## src/rtl/gm_pkg.sv

```systemverilog
package gm_pkg;
  localparam int ADDR_W    = 16;
  localparam int DATA_W    = 8;
  localparam int BANK_W    = 3;
  localparam int OPND_W    = 5;
  localparam int QTR_W     = 2;
  localparam int NUM_QTR   = 1 << QTR_W;
  localparam int OFFS_W    = ADDR_W - QTR_W;
  localparam int PHYS_W    = BANK_W + OFFS_W;
  localparam int WAIT_PERIOD = 4;
  localparam int WAIT_W    = $clog2(WAIT_PERIOD);

  typedef enum logic [1:0] {
    FN_PEN  = 2'b00,
    FN_INK  = 2'b01,
    FN_CTRL = 2'b10,
    FN_RAM  = 2'b11
  } gaFn_e;

  typedef struct packed {
    logic              selPen;
    logic              setInk;
    logic              setCtrl;
    logic              setRam;
    logic [OPND_W-1:0] operand;
  } gaCmd_t;

  // bank backing quarter q under RAM configuration cfg
  function automatic logic [BANK_W-1:0] bankFor(input logic [2:0] cfg, input logic [1:0] q);
    logic [BANK_W-1:0] b;
    case (q)
      2'd0: b = (cfg == 3'd2) ? 3'd4 : 3'd0;
      2'd1: begin
        if (cfg[2])            b = {1'b1, cfg[1:0]};
        else if (cfg == 3'd2)  b = 3'd5;
        else if (cfg == 3'd3)  b = 3'd3;
        else                   b = 3'd1;
      end
      2'd2: b = (cfg == 3'd2) ? 3'd6 : 3'd2;
      default: b = (cfg == 3'd1 || cfg == 3'd2 || cfg == 3'd3) ? 3'd7 : 3'd3;
    endcase
    return b;
  endfunction
endpackage

```

## src/rtl/gm_control.sv

```systemverilog
module gm_control
  import gm_pkg::*;
(
  input  logic              clk,
  input  logic              rstN,
  input  logic              ioStrobe,
  input  logic [ADDR_W-1:0] ioAddr,
  input  logic [DATA_W-1:0] ioData,
  input  logic              ext128,
  output gaCmd_t            cmd,
  output logic              cpuWait
);
  logic  portHit;
  gaFn_e fn;
  logic [WAIT_W-1:0] phase;

  // direction is not decoded: any I/O cycle at the port loads the byte
  assign portHit = ioStrobe && (ioAddr[ADDR_W-1 -: 2] == 2'b01);
  assign fn      = gaFn_e'(ioData[DATA_W-1 -: 2]);

  always_comb begin
    cmd         = '0;
    cmd.operand = ioData[OPND_W-1:0];
    if (portHit) begin
      case (fn)
        FN_PEN:  cmd.selPen  = 1'b1;
        FN_INK:  cmd.setInk  = 1'b1;
        FN_CTRL: cmd.setCtrl = 1'b1;
        default: cmd.setRam  = ext128;
      endcase
    end
  end

  always_ff @(posedge clk) begin
    if (!rstN) phase <= '0;
    else if (phase == WAIT_W'(WAIT_PERIOD - 1)) phase <= '0;
    else phase <= phase + 1'b1;
  end

  assign cpuWait = (phase != '0);
endmodule

```

## src/rtl/gm_datapath.sv

```systemverilog
module gm_datapath
  import gm_pkg::*;
(
  input  logic              clk,
  input  logic              rstN,
  input  gaCmd_t            cmd,
  input  logic [ADDR_W-1:0] memAddr,
  input  logic              memRd,
  output logic              penStrobe,
  output logic [OPND_W-1:0] penIdx,
  output logic              inkStrobe,
  output logic [OPND_W-1:0] inkVal,
  output logic              lowerRomOn,
  output logic              upperRomOn,
  output logic [1:0]        nextMode,
  output logic              irqCountClr,
  output logic              memRomSel,
  output logic [BANK_W-1:0] memBank,
  output logic [PHYS_W-1:0] memPhysAddr
);
  logic [2:0]        ramCfg;
  logic [BANK_W-1:0] qtrBank [NUM_QTR];
  logic [QTR_W-1:0]  qtr;

  always_ff @(posedge clk) begin
    if (!rstN) begin
      penStrobe   <= 1'b0;
      penIdx      <= '0;
      inkStrobe   <= 1'b0;
      inkVal      <= '0;
      lowerRomOn  <= 1'b1;
      upperRomOn  <= 1'b1;
      nextMode    <= 2'd0;
      irqCountClr <= 1'b0;
      ramCfg      <= 3'd0;
    end else begin
      penStrobe   <= cmd.selPen;
      inkStrobe   <= cmd.setInk;
      irqCountClr <= cmd.setCtrl && cmd.operand[4];
      if (cmd.selPen) penIdx <= cmd.operand;
      if (cmd.setInk) inkVal <= cmd.operand;
      if (cmd.setCtrl) begin
        nextMode   <= cmd.operand[1:0];
        lowerRomOn <= !cmd.operand[2];
        upperRomOn <= !cmd.operand[3];
      end
      if (cmd.setRam) ramCfg <= cmd.operand[2:0];
    end
  end

  for (genvar q = 0; q < NUM_QTR; q++) begin : g_qtr
    assign qtrBank[q] = bankFor(ramCfg, QTR_W'(q));
  end

  assign qtr         = memAddr[ADDR_W-1 -: QTR_W];
  assign memBank     = qtrBank[qtr];
  assign memPhysAddr = {memBank, memAddr[OFFS_W-1:0]};
  assign memRomSel   = memRd && (((qtr == '0) && lowerRomOn) ||
                                 ((qtr == '1) && upperRomOn));
endmodule

```

## src/rtl/gate_mapper.sv

```systemverilog
module gate_mapper
  import gm_pkg::*;
(
  input  logic              clk,
  input  logic              rstN,
  input  logic              ioStrobe,
  input  logic [15:0]       ioAddr,
  input  logic [7:0]        ioData,
  input  logic              ext128,
  input  logic [15:0]       memAddr,
  input  logic              memRd,
  output logic              penStrobe,
  output logic [4:0]        penIdx,
  output logic              inkStrobe,
  output logic [4:0]        inkVal,
  output logic              lowerRomOn,
  output logic              upperRomOn,
  output logic [1:0]        nextMode,
  output logic              irqCountClr,
  output logic              memRomSel,
  output logic [2:0]        memBank,
  output logic [16:0]       memPhysAddr,
  output logic              cpuWait
);
  gaCmd_t cmd;

  gm_control u_ctrl (
    .clk(clk), .rstN(rstN), .ioStrobe(ioStrobe), .ioAddr(ioAddr),
    .ioData(ioData), .ext128(ext128), .cmd(cmd), .cpuWait(cpuWait)
  );

  gm_datapath u_dp (
    .clk(clk), .rstN(rstN), .cmd(cmd), .memAddr(memAddr), .memRd(memRd),
    .penStrobe(penStrobe), .penIdx(penIdx), .inkStrobe(inkStrobe),
    .inkVal(inkVal), .lowerRomOn(lowerRomOn), .upperRomOn(upperRomOn),
    .nextMode(nextMode), .irqCountClr(irqCountClr), .memRomSel(memRomSel),
    .memBank(memBank), .memPhysAddr(memPhysAddr)
  );
endmodule

```

## config.mk

```make
export PLATFORM = sky130hd
export DESIGN_NAME = gate_mapper
export DESIGN_NICKNAME = d
export VERILOG_FILES = /design/src/rtl/gm_pkg.sv /design/src/rtl/gm_control.sv /design/src/rtl/gm_datapath.sv /design/src/rtl/gate_mapper.sv
export SDC_FILE = /design/constraint.sdc
export NUM_CORES = 1
export LEC_CHECK = 0
export CAP_MARGIN = 20
export CORE_AREA = 2 2 63 65
export CTS_BUF_LIST = sky130_fd_sc_hd__clkbuf_8
export CTS_CLUSTER_DIAMETER = 30
export CTS_CLUSTER_SIZE = 12
export DETAILED_ROUTE_END_ITERATION = 12
export DIE_AREA = 0 0 65 67
export HOLD_SLACK_MARGIN = 0.1
export PLACE_DENSITY = 0.84
export SLEW_MARGIN = 20
export SYNTH_ARGS = -nofsm -noshare
export SYNTH_HDL_FRONTEND = slang
export SYNTH_HIERARCHICAL = 1
export SYNTH_SLANG_ARGS = --single-unit
```

## constraint.sdc

```tcl
create_clock -name clk -period 1.1 [get_ports clk]
set_input_delay 0.22 -clock clk [delete_from_list [all_inputs] [get_ports clk]]
set_output_delay 0.22 -clock clk [all_outputs]
set_load 0.005 [all_outputs]
```

# == After elaboration in Yosys (flattened, before gate mapping) ==
# Index checks and enable logic that the tools add are counted.
# word_totals
register_bits,22
inputBits,45
wordCells,51
# classes
addsub,1
order_cmp,1
n_eq_ne,8
muxes,14
n_bitwise,2
n_reduce_logical,15
# op_table
op,n
$mux 3,7
$bmux 3 s2,1
$eq 2x2->1 const B,3
$eq 3x2->1 const B,2
$logic_and 1x1->1,5
$eq 2x1->1 const B,2
$logic_not 2->1,2
$mux 1,4
$mux 4,1
$eq 3x1->1 const B,1
$ge 3x3->1 const B,1
$logic_or 1x1->1,3
$not 2->3,1
$reduce_or 3->1,1
$add 2x1->2 const B,1
$logic_not 1->1,2
$mux 2,1
$reduce_bool 2->1,1
$reduce_or 2->1,1
$not 1->1,1

# == Depth between registers and ports, before layout ==
# Gate-level depths: netlist (run 1).
# depth
ltp_word,7
mapped_depth,6
mapped_depth_nobuf,5

# == By module ==
# The synthesis (run 1) kept the hierarchy.
# by_module_without_submodules
module,instances,cells_per_inst,area_per_inst_um2,seq_area_each_um2
gm_datapath,1,93,928.4,400.4
gm_control,1,20,188.9,40.0

# == Least setup slack after synthesis (run 1) ==
# Ideal clock, no wire load.
# synth_timing
path_kind,register -> output
startpoint,register u_dp.ramCfg[0]
endpoint,output port memPhysAddr[14]
arrival_time_ns,0.825
slack_ns,0.055
stages_incl_launch_ff,4
path_cell_list,dfxtp_1 > nor2_1 > a21boi_0 > buf_4
# synth_via
elab_chain_cells,6
# synth_lines
item,line_no,source
from (decl),gm_datapath.sv:21,logic [2:0] ramCfg;
from (signal assigned),gm_datapath.sv:47,if (cmd.setRam) ramCfg <= cmd.operand[2:0];
$eq 3x2->1,gm_pkg.sv:35,else if (cfg == 3'd2) b = 3'd5;
$mux 3,gm_pkg.sv:35,
$mux 3 (*),gm_pkg.sv:34,"if (cfg[2]) b = {1'b1, cfg[1:0]};"
$bmux 3 s2 (*),gm_datapath.sv:56,assign memBank = qtrBank[qtr];
$mux 3 (implied by the code) (*) (2 in series),gm_datapath.sv:56,
to (decl),gate_mapper.sv:22,"output logic [16:0] memPhysAddr,"
# Mark *: on every way between the ends. The rest lies on a longest branch, timed or not. The select of a mux whose other input is x is not followed.

# == Worst setup path in the final report (run 1) ==
# layout_timing
startpoint,register u_dp.ramCfg[1]
endpoint,output port memBank[2]
# layout_via
elab_chain_cells,7
word_cells_on_any_way,13
cone_classes,eq/ne: 3; mux: 8; reduce/logical: 2
# layout_lines
item,line_no,source
$eq 3x1->1 / $eq 3x2->1 (equally long branches),--,
$logic_or 1x1->1 (2 in series),--,
$mux 3,gm_pkg.sv:40,default: b = (cfg == 3'd1 || cfg == 3'd2 || cfg == 3'd3) ? 3'd7 : 3'd3;
$bmux 3 s2 (*),gm_datapath.sv:56,
$mux 3 (implied by the code) (*) (2 in series),gm_datapath.sv:56,
to (decl),gate_mapper.sv:21,"output logic [2:0] memBank,"
# Marked as above.

==> results of run 1 <==
==> synthesized netlist by cell type (all sizes together) (3+ instances only) <==
cell type / instances / area (um2)
buf: 25 / 195
dfxtp: 22 / 440
nor2b: 16 / 100
mux2i: 15 / 150
nand2: 5 / 18.8
inv: 3 / 11.3
nor2: 3 / 11.3
nor3b: 3 / 32.5
o21ai: 3 / 15.0
==> through the flow <==
step / util / hold slack, ns / power [uW] / worst slack (ns)
after detailed placement: 0.406 / 0.440 / 1070 / -0.748
after CTS: 0.424 / 0.440 / 1790 / -0.284
after global routing: 0.427 / 0.440 / 1860 / -0.310
final: 0.427 / 0.440 / 1760 / -0.264
after global placement: 0.406 / 0.440 / 1060 / -0.688
after floorplan: - / 0.376 / 981 / 0.0550
==> power groups by stage <==
stage	clock [uW]	sequential [uW]	combinational, uW
finish	731	825	202
global placement	0	841	224
detailed placement	0	842	227
global route	803	827	227
floorplan	0	842	140
CTS	762	825	201
==> worst min path at each step <==
stage / start / end / slack [ns]
2_1_floorplan: rstN / u_ctrl/phase[1] / 0.38
3_3_place_gp: memAddr[0] / memPhysAddr[0] / 0.44
3_5_place_dp: memAddr[0] / memPhysAddr[0] / 0.44
4_1_cts: memAddr[0] / memPhysAddr[0] / 0.44
5_1_grt: memAddr[2] / memPhysAddr[2] / 0.44
6_report: memAddr[12] / memPhysAddr[12] / 0.44
==> layout by cell type (no fill, tap or decap), types with 2 or more instances in the layout <==
cell and count:
clkdlybuf4s15_1 3, inv_2 2, and2_2 2, buf_2 8, dlygate4sd2_1 20, clkbuf_8 3, mux2i_1 15, clkdlybuf4s50_1 6
nor2b_1 15, nor2_1 3, buf_6 3, clkdlybuf4s15_2 2, nand2_1 4, o21ai_0 2, nand3_1 2, buf_4 12
dfxtp_1 5, dfxtp_2 16
==> final cells by class <==
cell class	instances	area [um2]	area share
clock buffer	3	41.3	0.0268
tap	48	60.1	0.0390
inverter	3	11.3	0.00731
clock inverter	1	30.0	0.0195
multi-input combinational	61	483	0.313
timing repair buffer	54	452	0.293
sequential	22	464	0.301
==> cells by family after synthesis <==
group	synth area share
AOI/OAI and AO/OA	0.0392
adders and majority gates	0.0224
buffers and inverters	0.194
DFF	0.394
muxes	0.134
and+or+nand+nor	0.216
==> sequential cells by signal (all words and copies together) (netlist names) <==
| name | count |
|---|---|
| u_dp/ramCfg | 3 |
| u_dp/inkStrobe | 1 |
| u_dp/nextMode | 2 |
| u_dp/upperRomOn | 1 |
| u_dp/lowerRomOn | 1 |
| u_ctrl/phase | 2 |
| u_dp/penStrobe | 1 |
| u_dp/penIdx | 5 |
| u_dp/inkVal | 5 |
| u_dp/irqCountClr | 1 |
==> layer usage <==
| metal | vias up | track usage | part of all wire |
|---|---|---|---|
| met5 | - | 0 | 0 |
| met2 | 23 | 0.180 | 0.48 |
| li1 | 413 | - | - |
| met3 | 2 | 0.0287 | 0.075 |
| met1 | 373 | 0.127 | 0.44 |
| met4 | 0 | 0.0372 | 0.0050 |
==> timing repair <==
action	in CTS	in global routing
endpoints found under the setup margin	45	23
pin swaps	5	5
hold buffers	0	0
gates resized for setup	93	5
buffers inserted	2	1
==> flow_metrics.env, run 1 <==
export IMPL_hold_violations=0
export IMPL_slew_limit_headroom=0.860
export IMPL_h_tree_depth=1
export IMPL_syn_area_per_cell_um2=9.89
export IMPL_placed_area_um2=1460
export IMPL_wl_per_cell_um=11.4
export IMPL_slowest_stage="dfxtp_2"
export IMPL_synth_cells=113
export IMPL_dp_hpwl_um=1630
export IMPL_setup_viol_count_final=8
export IMPL_r2r_end="u_ctrl/phase[1]"
export IMPL_ys_seq_area_frac=0.394
export IMPL_finClkSkew_ns=0.000196
export IMPL_path_buf_inv=2
export IMPL_crit_path_start_kind="flop"
export IMPL_grt_overflow_total=0
export IMPL_crit_path_end_kind="primary output"
export IMPL_wirelength_um=2190
export IMPL_ff2ff_setup_slack_ns=0.21
export IMPL_antenna_left=0
export IMPL_ff2ff_path_depth=3
export IMPL_ys_warnings_count=6
export IMPL_drc_errors=0
export IMPL_p_clk_frac=0.416
export IMPL_drive_gt1_frac=0.396
export IMPL_grt_pass1_vias=787
export IMPL_switching_power_uw=336
export IMPL_path_cells="nor2b_4, a31oi_1, o21ai_1, buf_4, buf_6"
export IMPL_port_buffers=40
export IMPL_clock_root_buffer="clkbuf_8"
export IMPL_via_count=811
export IMPL_n_antenna_cell=0
export IMPL_ioPinCount=84
export IMPL_ys_ff_latch=22
export IMPL_grt_pass1_wl_um=3570
export IMPL_failed_checks="setup timing"
export IMPL_place_inst=186
export IMPL_drtPass1Iterations=4
export IMPL_syn_area_um2=1120
export IMPL_stdcell_area_um2=1540
export IMPL_clk_pin_slew_ns=0.07
export IMPL_nFillCells=364
export IMPL_seqPwrFrac=0.469
export IMPL_maxCapViolations=0
export IMPL_clockBufferDepth=2
export IMPL_setup_ws_ns=-0.264
export IMPL_grt_setup_unrepaired="true"
export IMPL_syn2layout_area_growth_pct=38.0
export IMPL_core_area_um2=3610
export IMPL_drv_slew=0
export IMPL_numCtsBuffers=3
export IMPL_drtIter0Drc=12
export IMPL_start_util=0.310
export IMPL_worstPathMaxFanout=2
export IMPL_p_int_uw=1420
export IMPL_holdPathStages=0
export IMPL_cts_sinks=22
export IMPL_combPwrFrac=0.115
export IMPL_max_stage_delay_ns=0.32
export IMPL_routed_via_density=4.22
export IMPL_grt_max_degree=16
export IMPL_cp_required_ns=0.88
export IMPL_crit_start="u_dp/ramCfg[1]"
export IMPL_gr_usage_all_layers=0.106
export IMPL_timing_fmax_mhz=733
export IMPL_die_w_um=65
export IMPL_cpLargestDelayFamily="flip-flops"
export IMPL_dieArea_um2=4360
export IMPL_period_needed_ns=1.36
export IMPL_crit_type="flop to primary output"
export IMPL_rows=22
export IMPL_r2r_start="u_ctrl/phase[0]"
export IMPL_cp_depth=5
export IMPL_swShare=0.191
export IMPL_worstMarginPinSlew_ns=0.207
export IMPL_worst_skew_pair_late_latency_ns=0.26
export IMPL_gp_congestion=0.690
export IMPL_hold_class="input pin to primary output"
export IMPL_antenna_found_initial=0
export IMPL_ys_async_sr_fraction=0
export IMPL_synth_edf_count=0
export IMPL_yosysUniqueCellTypes=26
export IMPL_fin_crit_sh=1.24
export IMPL_nNetsFinal=192
export IMPL_tns_ns=-0.931
export IMPL_final_cell_count_no_fill=192
export IMPL_ir_worst_vdd_v=0.000505
export IMPL_p_leak_uw=0.000667
export IMPL_synth_nets=160
export IMPL_tritoncts="yes"
export IMPL_die_y_um=67
export IMPL_worstPathArrival_ns=1.14
export IMPL_ys_flop_type="dfxtp_1"
export IMPL_power_density_nw_per_um2=1140
export IMPL_status="finished, violations left"
export IMPL_worstSetupEndpoint="memBank[2]"
Note: power is estimated with default switching activity, not from simulation.
==> run 2: changes to the inputs <==
==> constraint.sdc (replaced) <==
create_clock -name clk -period 1.6 [get_ports clk]
set_input_delay 0.32 -clock clk [delete_from_list [all_inputs] [get_ports clk]]
set_output_delay 0.32 -clock clk [all_outputs]
set_load 0.005 [all_outputs]
==> run 2 against run 1 <==
Compared with the run above: the flow now finishes without violations; critical path type unchanged; global-route usage grew 0.068 points; die area stayed put; final cell count is 3.6% lower; critical endpoint is now memPhysAddr[15]; clock skew barely moved; design area is 5.3% lower.
==> flow_metrics.env, run 2 (synthesis gave the netlist of run 1 again) <==
export IMPL_gr_usage_all_layers=0.106
export IMPL_die_y_um=67
export IMPL_gp_congestion=0.684
export IMPL_drc_errors=0
export IMPL_ir_worst_vdd_v=0.000492
export IMPL_grt_overflow_total=0
export IMPL_grt_setup_unrepaired="false"
export IMPL_fin_crit_sh=0.928
export IMPL_clk_pin_slew_ns=0.07
export IMPL_rows=22
export IMPL_dr_wl_met2_um=969
export IMPL_top_layer_used="met4"
export IMPL_grt_max_degree=23
export IMPL_dp_hpwl_um=1540
export IMPL_drtPass1Iterations=2
export IMPL_slowest_stage="dfxtp_1"
export IMPL_max_stage_delay_ns=0.36
export IMPL_path_cells="o211ai_1, nand2b_1, dlygate4sd2_1"
export IMPL_dieArea_um2=4360
export IMPL_wirelength_um=2170
export IMPL_wl_met1_um=1040
export IMPL_via_count=777
export IMPL_h_tree_depth=1
export IMPL_port_buffers=40
export IMPL_routed_via_density=4.20
export IMPL_whs_ns=0.498
export IMPL_reg_top3="u_dp/inkVal (5), u_dp/penIdx (5), u_dp/ramCfg (3)"
export IMPL_placed_area_um2=1430
export IMPL_hold_violations=0
export IMPL_syn2layout_area_growth_pct=30.7
export IMPL_place_inst=181
export IMPL_final_cell_mix="30 x clkdlybuf4s50_1, 19 x dfxtp_1, 16 x nor2b_1, 15 x mux2i_1"
export IMPL_stdcell_area_um2=1460
export IMPL_grt_pass1_wl_um=3570
export IMPL_setup_viol_count_final=0
export IMPL_drive_gt1_frac=0.161
export IMPL_wl_per_cell_um=11.7
export IMPL_power_density_nw_per_um2=711
export IMPL_crit_path_start_kind="flop"
export IMPL_cp_required_ns=1.28
export IMPL_crit_type="flop to primary output"
export IMPL_n_antenna_cell=0
export IMPL_worstPathMaxFanout=5
export IMPL_worstMarginPinSlew_ns=0.215
export IMPL_setup_ws_ns=0.115
export IMPL_worstPathArrival_ns=1.17
export IMPL_route_met3_wl_um=144
export IMPL_clock_root_buffer="clkbuf_8"
export IMPL_cts_sinks=22
export IMPL_drv_slew=0
export IMPL_antenna_left=0
export IMPL_cpLargestDelayFamily="flip-flops"
export IMPL_drtIter0Drc=21
export IMPL_crit_path_end_kind="primary output"
export IMPL_ctsHoldBuffers=0
export IMPL_finClkSkew_ns=0.00000977
export IMPL_numCtsBuffers=3
export IMPL_hold_class="flop to flop"
export IMPL_slew_limit_headroom=0.857
export IMPL_layout_commonest_cell="clkdlybuf4s50_1"
export IMPL_p_leak_uw=0.000549
export IMPL_maxCapViolations=0
export IMPL_tritoncts="yes"
export IMPL_period_needed_ns=1.49
export IMPL_status="finished clean"
export IMPL_place_ws_ns=-0.433
export IMPL_timing_fmax_mhz=673
export IMPL_die_w_um=65
export IMPL_antenna_found_initial=0
export IMPL_final_cell_count_no_fill=185
export IMPL_start_util=0.310
export IMPL_ioPinCount=84
export IMPL_core_area_um2=3610
export IMPL_worst_skew_pair_late_latency_ns=0.25
export IMPL_path_buf_inv=1
export IMPL_clockBufferDepth=2
export IMPL_grt_pass1_vias=768
export IMPL_nNetsFinal=186
export IMPL_tns_ns=0
==> run 2: changes by cell type in the layout (fill, tap and decap cells not counted), moves of 3 or more <==
| cell | previous run | this run |
|---|---|---|
| buf_2 | 8 | 0 |
| buf_4 | 12 | 8 |
| buf_6 | 3 | 0 |
| clkdlybuf4s15_1 | 3 | 0 |
| clkdlybuf4s50_1 | 6 | 30 |
| dfxtp_1 | 5 | 19 |
| dfxtp_2 | 16 | 3 |
| dlygate4sd2_1 | 20 | 8 |
==> run 2: area by class of cell <==
cell class	count	area, um2
multi-input combinational	61	463
sequential	22	444
tap	48	60.1
timing repair buffer	48	440
clock buffer	3	41.3
inverter	3	11.3
fill	362	2150
==> run 2: power breakdown <==
| group | leakage (uW) | internal [uW] | total [uW] | switching, uW |
|---|---|---|---|---|
| registers | 0.000179 | 561 | 567 | 6.60 |
| logic | 0.000348 | 84.8 | 137 | 52.0 |
| clock network | 0.0000216 | 168 | 334 | 166 |
==> run 2: repair_timing <==
action | in CTS | in global routing
gates resized for setup | 14 | 5
endpoints found under the setup margin | 8 | 3
pin swaps | 0 | 1
setup buffers | 1 | 0
==> run 2: layer usage <==
| layer | track usage | vias to the layer above |
|---|---|---|
| met4 | 0.0293 | 0 |
| li1 | - | 396 |
| met1 | 0.134 | 354 |
| met2 | 0.174 | 25 |
| met5 | 0 | - |
| met3 | 0.0338 | 2 |
==> run 2: worst paths after layout <==
kind,start,slack (ns),endpoint,cells past startpoint
setup / recovery,u_dp/ramCfg[2],0.11,memPhysAddr[15],3
hold / removal,u_ctrl/phase[0],0.50,u_ctrl/phase[0],2
setup reg to reg,u_ctrl/phase[0],0.70,u_ctrl/phase[1],3
hold reg to reg,u_ctrl/phase[0],0.50,u_ctrl/phase[0],2
==> run 2: worst min-delay path, stage by stage, from the launching register on <==
cell     delay, ns
dfxtp_2       0.33
buf_4         0.10
nor3b_1       0.04
==> run 2: through the flow <==
stage          power, uW  utilization
2_1_floorplan        675            -
5_1_grt             1100        0.405
3_5_place_dp         723        0.395
3_3_place_gp         720        0.395
6_report            1040        0.405
4_1_cts             1060        0.406
